<file path="src/rtl/canfd_mode_pkg.sv">
package canfd_mode_pkg;

   typedef enum logic [2:0] {
      MODE_CFG    = 3'd0,
      MODE_NORMAL = 3'd1,
      MODE_SNOOP  = 3'd2,
      MODE_SLEEP  = 3'd3,
      MODE_LOOP   = 3'd4
   } op_mode_e;

   typedef enum logic [1:0] {
      BO_IDLE  = 2'd0,
      BO_WAIT  = 2'd1,
      BO_RECOV = 2'd2
   } bo_state_e;

   typedef struct packed {
      logic cfg;
      logic normal;
      logic snoop;
      logic sleep;
      logic loop;
   } mode_flags_t;

   function automatic mode_flags_t mode_to_flags(op_mode_e m);
      mode_flags_t f;
      f = '0;
      case (m)
         MODE_NORMAL: f.normal = 1'b1;
         MODE_SNOOP:  f.snoop  = 1'b1;
         MODE_SLEEP:  f.sleep  = 1'b1;
         MODE_LOOP:   f.loop   = 1'b1;
         default:     f.cfg    = 1'b1;
      endcase
      return f;
   endfunction

endpackage

</file>
<file path="src/rtl/canfd_run_detect.sv">
module canfd_run_detect #(
   parameter int RUN_LEN = 11
) (
   input  logic clk,
   input  logic rst_n,
   input  logic clr_i,
   input  logic bit_stb_i,
   input  logic bus_rx_i,
   output logic run_done_o
);
   localparam int RUN_W = (RUN_LEN > 1) ? $clog2(RUN_LEN) : 1;
   localparam logic [RUN_W-1:0] LAST = RUN_W'(RUN_LEN - 1);

   logic [RUN_W-1:0] cnt_q;

   assign run_done_o = bit_stb_i & bus_rx_i & ~clr_i & (cnt_q == LAST);

   always_ff @(posedge clk or negedge rst_n) begin
      if (!rst_n) begin
         cnt_q <= '0;
      end else if (clr_i) begin
         cnt_q <= '0;
      end else if (bit_stb_i) begin
         if (!bus_rx_i || cnt_q == LAST) begin
            cnt_q <= '0;
         end else begin
            cnt_q <= cnt_q + 1'b1;
         end
      end
   end
endmodule

</file>
<file path="src/rtl/canfd_mode_select.sv">
module canfd_mode_select
   import canfd_mode_pkg::*;
(
   input  logic     req_sleep_i,
   input  logic     req_loop_i,
   input  logic     req_snoop_i,
   output op_mode_e mode_o
);
   always_comb begin
      if (req_sleep_i)      mode_o = MODE_SLEEP;
      else if (req_loop_i)  mode_o = MODE_LOOP;
      else if (req_snoop_i) mode_o = MODE_SNOOP;
      else                  mode_o = MODE_NORMAL;
   end
endmodule

</file>
<file path="src/rtl/canfd_busoff_ctrl.sv">
module canfd_busoff_ctrl
   import canfd_mode_pkg::*;
#(
   parameter int TEC_W        = 9,
   parameter int BUSOFF_LIMIT = 256,
   parameter int RECOV_RUNS   = 128
) (
   input  logic             clk,
   input  logic             rst_n,
   input  logic             force_i,
   input  logic             active_i,
   input  logic [TEC_W-1:0] tec_i,
   input  logic             start_i,
   input  logic             auto_i,
   input  logic             run_done_i,
   output logic             busoff_o,
   output logic             restart_o,
   output logic             irq_on_o,
   output logic             irq_off_o
);
   localparam int OCC_W = (RECOV_RUNS > 1) ? $clog2(RECOV_RUNS) : 1;
   localparam logic [OCC_W-1:0] OCC_LAST = OCC_W'(RECOV_RUNS - 1);
   localparam logic [TEC_W-1:0] LIMIT    = TEC_W'(BUSOFF_LIMIT);

   bo_state_e        st_q, st_d;
   logic [OCC_W-1:0] occ_q, occ_d;
   logic             enter, begin_rec, finish;

   assign enter     = ~force_i & active_i & (st_q == BO_IDLE) & (tec_i >= LIMIT);
   assign begin_rec = ~force_i & (st_q == BO_WAIT) & (start_i | auto_i);
   assign finish    = ~force_i & (st_q == BO_RECOV) & run_done_i & (occ_q == OCC_LAST);
   assign restart_o = enter | begin_rec;
   assign busoff_o  = (st_q != BO_IDLE);

   always_comb begin
      st_d  = st_q;
      occ_d = occ_q;
      if (force_i) begin
         st_d  = BO_IDLE;
         occ_d = '0;
      end else begin
         case (st_q)
            BO_IDLE: if (enter) begin
               st_d  = auto_i ? BO_RECOV : BO_WAIT;
               occ_d = '0;
            end
            BO_WAIT: if (begin_rec) begin
               st_d  = BO_RECOV;
               occ_d = '0;
            end
            BO_RECOV: if (run_done_i) begin
               if (finish) begin
                  st_d  = BO_IDLE;
                  occ_d = '0;
               end else begin
                  occ_d = occ_q + 1'b1;
               end
            end
            default: st_d = BO_IDLE;
         endcase
      end
   end

   always_ff @(posedge clk or negedge rst_n) begin
      if (!rst_n) begin
         st_q      <= BO_IDLE;
         occ_q     <= '0;
         irq_on_o  <= 1'b0;
         irq_off_o <= 1'b0;
      end else begin
         st_q      <= st_d;
         occ_q     <= occ_d;
         irq_on_o  <= enter;
         irq_off_o <= finish;
      end
   end
endmodule

</file>
<file path="src/rtl/canfd_pex_ctrl.sv">
module canfd_pex_ctrl (
   input  logic clk,
   input  logic rst_n,
   input  logic force_i,
   input  logic active_i,
   input  logic event_i,
   input  logic disable_i,
   input  logic run_done_i,
   output logic pex_o,
   output logic restart_o,
   output logic irq_o
);
   logic enter;

   assign enter     = ~force_i & active_i & ~pex_o & event_i & ~disable_i;
   assign restart_o = enter;

   always_ff @(posedge clk or negedge rst_n) begin
      if (!rst_n) begin
         pex_o <= 1'b0;
         irq_o <= 1'b0;
      end else begin
         irq_o <= enter;
         if (force_i)                 pex_o <= 1'b0;
         else if (enter)              pex_o <= 1'b1;
         else if (pex_o & run_done_i) pex_o <= 1'b0;
      end
   end
endmodule

</file>
<file path="src/rtl/canfd_mode_ctrl.sv">
module canfd_mode_ctrl
   import canfd_mode_pkg::*;
#(
   parameter int TEC_W        = 9,
   parameter int BUSOFF_LIMIT = 256,
   parameter int RUN_LEN      = 11,
   parameter int RECOV_RUNS   = 128,
   parameter bit WAKE_ON_DOM  = 1'b1
) (
   input  logic             clk,
   input  logic             rst_n,
   input  logic             cfg_enable_i,
   input  logic             soft_rst_i,
   input  logic             req_loop_i,
   input  logic             req_sleep_i,
   input  logic             req_snoop_i,
   input  logic             bit_stb_i,
   input  logic             bus_rx_i,
   input  logic [TEC_W-1:0] tx_err_cnt_i,
   input  logic             recov_start_i,
   input  logic             recov_auto_i,
   input  logic             pex_disable_i,
   input  logic             pex_event_i,
   output logic             st_config_o,
   output logic             st_normal_o,
   output logic             st_snoop_o,
   output logic             st_sleep_o,
   output logic             st_loop_o,
   output logic             st_busoff_o,
   output logic             st_pex_o,
   output logic             irq_busoff_on_o,
   output logic             irq_busoff_off_o,
   output logic             irq_pex_o,
   output logic             irq_wake_o
);
   if (TEC_W < 2) begin : g_chk_tec_w
      $error("TEC_W must be at least 2");
   end
   if (BUSOFF_LIMIT < 1 || BUSOFF_LIMIT >= (1 << TEC_W)) begin : g_chk_limit
      $error("BUSOFF_LIMIT must fit in TEC_W bits");
   end
   if (RUN_LEN < 2) begin : g_chk_run
      $error("RUN_LEN must be at least 2");
   end
   if (RECOV_RUNS < 2) begin : g_chk_recov
      $error("RECOV_RUNS must be at least 2");
   end

   op_mode_e    mode_q, mode_d, sel_mode;
   mode_flags_t flags;
   logic        force_cfg, active, run_done, run_clr;
   logic        bo_restart, pex_restart, wake;
   logic        wake_irq_q;

   assign force_cfg = ~cfg_enable_i | soft_rst_i;
   assign active    = (mode_q != MODE_CFG);
   assign run_clr   = force_cfg | bo_restart | pex_restart;

   canfd_run_detect #(.RUN_LEN(RUN_LEN)) u_run (
      .clk        (clk),
      .rst_n      (rst_n),
      .clr_i      (run_clr),
      .bit_stb_i  (bit_stb_i),
      .bus_rx_i   (bus_rx_i),
      .run_done_o (run_done)
   );

   canfd_mode_select u_sel (
      .req_sleep_i (req_sleep_i),
      .req_loop_i  (req_loop_i),
      .req_snoop_i (req_snoop_i),
      .mode_o      (sel_mode)
   );

   canfd_busoff_ctrl #(
      .TEC_W        (TEC_W),
      .BUSOFF_LIMIT (BUSOFF_LIMIT),
      .RECOV_RUNS   (RECOV_RUNS)
   ) u_bo (
      .clk        (clk),
      .rst_n      (rst_n),
      .force_i    (force_cfg),
      .active_i   (active),
      .tec_i      (tx_err_cnt_i),
      .start_i    (recov_start_i),
      .auto_i     (recov_auto_i),
      .run_done_i (run_done),
      .busoff_o   (st_busoff_o),
      .restart_o  (bo_restart),
      .irq_on_o   (irq_busoff_on_o),
      .irq_off_o  (irq_busoff_off_o)
   );

   canfd_pex_ctrl u_pex (
      .clk        (clk),
      .rst_n      (rst_n),
      .force_i    (force_cfg),
      .active_i   (active),
      .event_i    (pex_event_i),
      .disable_i  (pex_disable_i),
      .run_done_i (run_done),
      .pex_o      (st_pex_o),
      .restart_o  (pex_restart),
      .irq_o      (irq_pex_o)
   );

   if (WAKE_ON_DOM) begin : g_wake
      assign wake = ~force_cfg & (mode_q == MODE_SLEEP) & bit_stb_i & ~bus_rx_i;
   end else begin : g_no_wake
      assign wake = 1'b0;
   end

   always_comb begin
      mode_d = mode_q;
      if (force_cfg) begin
         mode_d = MODE_CFG;
      end else if (mode_q == MODE_CFG) begin
         if (run_done) mode_d = sel_mode;
      end else if (wake) begin
         mode_d = MODE_NORMAL;
      end
   end

   always_ff @(posedge clk or negedge rst_n) begin
      if (!rst_n) begin
         mode_q     <= MODE_CFG;
         wake_irq_q <= 1'b0;
      end else begin
         mode_q     <= mode_d;
         wake_irq_q <= wake;
      end
   end

   assign flags       = mode_to_flags(mode_q);
   assign st_config_o = flags.cfg;
   assign st_normal_o = flags.normal;
   assign st_snoop_o  = flags.snoop;
   assign st_sleep_o  = flags.sleep;
   assign st_loop_o   = flags.loop;
   assign irq_wake_o  = wake_irq_q;
endmodule

</file>
<file path="config.mk">
export PLATFORM = sky130hd
export DESIGN_NAME = canfd_mode_ctrl
export DESIGN_NICKNAME = d
export VERILOG_FILES = /design/src/rtl/canfd_mode_pkg.sv /design/src/rtl/canfd_run_detect.sv /design/src/rtl/canfd_mode_select.sv /design/src/rtl/canfd_busoff_ctrl.sv /design/src/rtl/canfd_pex_ctrl.sv /design/src/rtl/canfd_mode_ctrl.sv
export SDC_FILE = /design/constraint.sdc
export NUM_CORES = 1
export LEC_CHECK = 0
export ABC_AREA = 1
export BUFFER_PORTS_ARGS = -buffer_cell sky130_fd_sc_hd__buf_2
export CAP_MARGIN = 10
export CORE_MARGIN = 1
export CORE_UTILIZATION = 54
export CTS_BUF_LIST = sky130_fd_sc_hd__clkbuf_2
export DETAILED_ROUTE_END_ITERATION = 12
export PLACE_DENSITY = 0.8
export SYNTH_ARGS = -nofsm -noshare
export SYNTH_HDL_FRONTEND = slang
export SYNTH_SLANG_ARGS = --single-unit
export TNS_END_PERCENT = 50
</file>
<file path="constraint.sdc">
create_clock -name clk -period 2.1 [get_ports clk]
set_input_delay 0 -clock clk [delete_from_list [all_inputs] [get_ports clk]]
set_output_delay 0 -clock clk [all_outputs]
set_load 0.01 [all_outputs]
</file>
==> metrics <==
final core utilization 0.692; layout cell share with drive strength beyond 1 0.249; Final Max Slew Viols 0; sequential-to-total area share from yosys stat 0.420; crit-path max FO 5; Final Net Count 219; WL final 2.65 mm; Crit path max-delay family buffers and inverters; Syn Area/Cell 8.02 µm²; Logic pwr share 0.172; number of global-route vias before repair 1,132; Yosys top cell area share 0.420; dpl hpwl 1.95 mm; WP buf/inv 3; Tot GR Track Use 0.239; CTS tree built; initial antenna violation count 0; critical path depth 9; Worst Hold Class input pin to flop; CP arrival 2.30 ns; fmax 500 MHz; Synth warnings 0; critical path cell sequence inv_1 > ha_1 > nand2_1 > nor2_1 > nand4_4 > inv_1 > nand4_1 > dlygate4sd3_1 > nand2_1; post-route setup slack 0.102 ns; Netlist cell types 27; slowest CP cell dlygate4sd3_1; initial core utilization 0.571; Root Buffer clkbuf_2; Die X 50.1 µm; via count of the routed design 1,184; Final Skew 0.00559 ns; largest net degree at the start of global routing 22; gr ovfl total 0; min cycle time layout 2.00 ns; Synth area leaders dfrtp_1 (42%), nand2_1 (9.6%), inv_1 (6.3%), nor2_1 (4.8%), nand3_1 (3.6%); First-pass DRT Iterations 4; Leakage 0.836 nW; cell area after placement 1390 µm²; number of antenna diodes 0; post-route cell area 1520 µm²; Ports 33; # clock sinks 21; internal power 0.509 mW; Port Buffers 24; drt via density 5.36; Synth Cell Area 1250 µm²; area grow syn2layout 21.1%; clk buf depth 2; DR WL/cell 12.0 µm; DRC viols 0; post_cts resized 0; Setup Viol. Count Final 0; part of the power in the clock network 0.246; CTS clk-pin slew, worst paths 0.20 ns; first-pass GRT wire length 4.57 mm; Die Height 50.1 µm; power share of the sequential group 0.583; area leader, netlist dfrtp_1; Rel. slew slack 0.686; Sw Ratio 0.295; Pwr Density 476 nW/µm²; CTS Buf Count 3; Die ar. 2510 µm²; RSZ-0062 raised after global routing false; number of cell rows 17; Clock Latency Late Sink 0.33 ns; Net Count, Synth 181; Max IR drop VDD 315 µV; P_sw 0.213 mW; RD Place Congestion 0.835; pre-CTS WS 0.487 ns; hold violation count in the final report 0; Initial DRC Count 24; worst hold path depth 5; Core ar. 2190 µm²; max cap viols 0; CP Class flop to flop; Req. time, crit path 2.40 ns; Critical Path Sink Type flop; Cells after Synth 156; # H-tree levels 1; worst r2r path cells 9; worst-margin pin slew 0.471 ns; outcome finished, final reports clean; Setup Total Neg Slack 0 ns; Startpoint Class flop; number of synthesized register bits 21; largest stage delay on the critical path 0.57 ns; Final Cycle Share 0.952; final antenna-violating net count 0
-- per-stage QoR --
stage / hold slack [ns] / std cells / power [mW]
2_1_floorplan: -0.296 / 156 / 0.500
3_3_place_gp: -0.0294 / 206 / 0.532
3_5_place_dp: -0.0188 / 206 / 0.538
4_1_cts: 0.0120 / 220 / 0.723
5_1_grt: 0.0162 / 221 / 0.756
6_report: 0.0264 / 221 / 0.722
-- cell usage in the layout, fill, tap and decap left out, types with 2 or more instances in the layout --
cell type / instances
o211ai_1: 2
o21ai_0: 5
inv_2: 4
clkbuf_2: 4
nor3_1: 4
nand4_1: 7
nand3_1: 9
o21ai_1: 3
a22oi_1: 2
xor2_1: 5
o21ai_2: 3
nand2_2: 3
inv_1: 21
dlygate4sd3_1: 10
nor2_2: 3
nand2_1: 32
nor2_1: 16
dfrtp_1: 21
buf_2: 24
a21oi_1: 3
nand3_2: 2
ha_1: 3
-- worst min-delay path, delay by kind of cell --
kind,cells,cell delay (ns)
and+or+nand+nor,3,0.19
buffers and inverters,2,0.16
-- flip-flops by register name, summed over array words and instances, names as in the netlist --
name / count
irq_wake_o: 1
mode_q: 3
u_bo.irq_off_o: 1
u_bo.irq_on_o: 1
u_bo.occ_q: 7
u_bo.st_q: 2
u_pex.irq_o: 1
u_pex.pex_o: 1
u_run.cnt_q: 4
-- Yosys cell counts --
cell	n
nand2_1	32
dfrtp_1	21
inv_1	21
nor2_1	16
nand3_1	9
nand4_1	7
o21ai_0	5
xor2_1	5
inv_2	4
nor3_1	4
a21oi_1	3
ha_1	3
nand2_2	3
nor2_2	3
o21ai_1	3
o21ai_2	3
a22oi_1	2
nand3_2	2
o211ai_1	2
a31o_2	1
buf_4	1
buf_6	1
nand2_4	1
nand3_4	1
nand3b_1	1
nand4_4	1
o21bai_1	1
-- power groups by stage --
stage / sequential (mW) / combinational (mW) / clock, mW
global placement: 0.427 / 0.105 / 0
global route: 0.422 / 0.138 / 0.196
CTS: 0.420 / 0.122 / 0.181
detailed placement: 0.428 / 0.110 / 0
floorplan: 0.426 / 0.0737 / 0
finish: 0.420 / 0.124 / 0.177
-- metal layers --
metal,track usage,up-vias,share of wire,wire (µm)
met5,0,-,0,0
met4,0.0952,0,0.015,39
met3,0.0273,5,0.038,101
met2,0.433,35,0.51,1340
met1,0.282,558,0.44,1170
li1,-,586,-,-
-- final cells by class --
type	count	area, µm²
fillers	186	676
multi-input cells	108	613
flip-flops and latches	21	526
repair buffers	35	228
inverters	25	93.8
well taps	28	35.0
clock buffers	4	20.0
-- worst paths after layout --
kind                                start       endpoint  slack [ns]
max                        u_run.cnt_q[0]      mode_q[2]        0.10
min                           pex_event_i    u_pex.irq_o        0.03
max reg2reg                u_run.cnt_q[0]      mode_q[2]        0.10
min reg2reg                 u_bo.occ_q[6]  u_bo.occ_q[6]        0.55
max in group asynchronous           rst_n   u_bo.st_q[0]        1.67
min in group asynchronous           rst_n      mode_q[1]        0.11
-- timing repair --
item | CTS | global route
hold buffers | 10 | 0
setup buffers | 0 | 1
endpoints found under the setup margin | 0 | 1
hold endpoints to repair | 29 | 0
-- cell families (layout without fill, tap and decap cells) --
group	after synthesis	in the layout	share of synthesized area
and+or+nand+nor	80	80	0.323
buffers and inverters	27	64	0.0900
DFF	21	21	0.420
AOI/OAI and AO/OA	20	20	0.102
xor gates and xnor gates	5	5	0.0350
adders and majority gates	3	3	0.0300
Power figures use the tool's default switching activity.
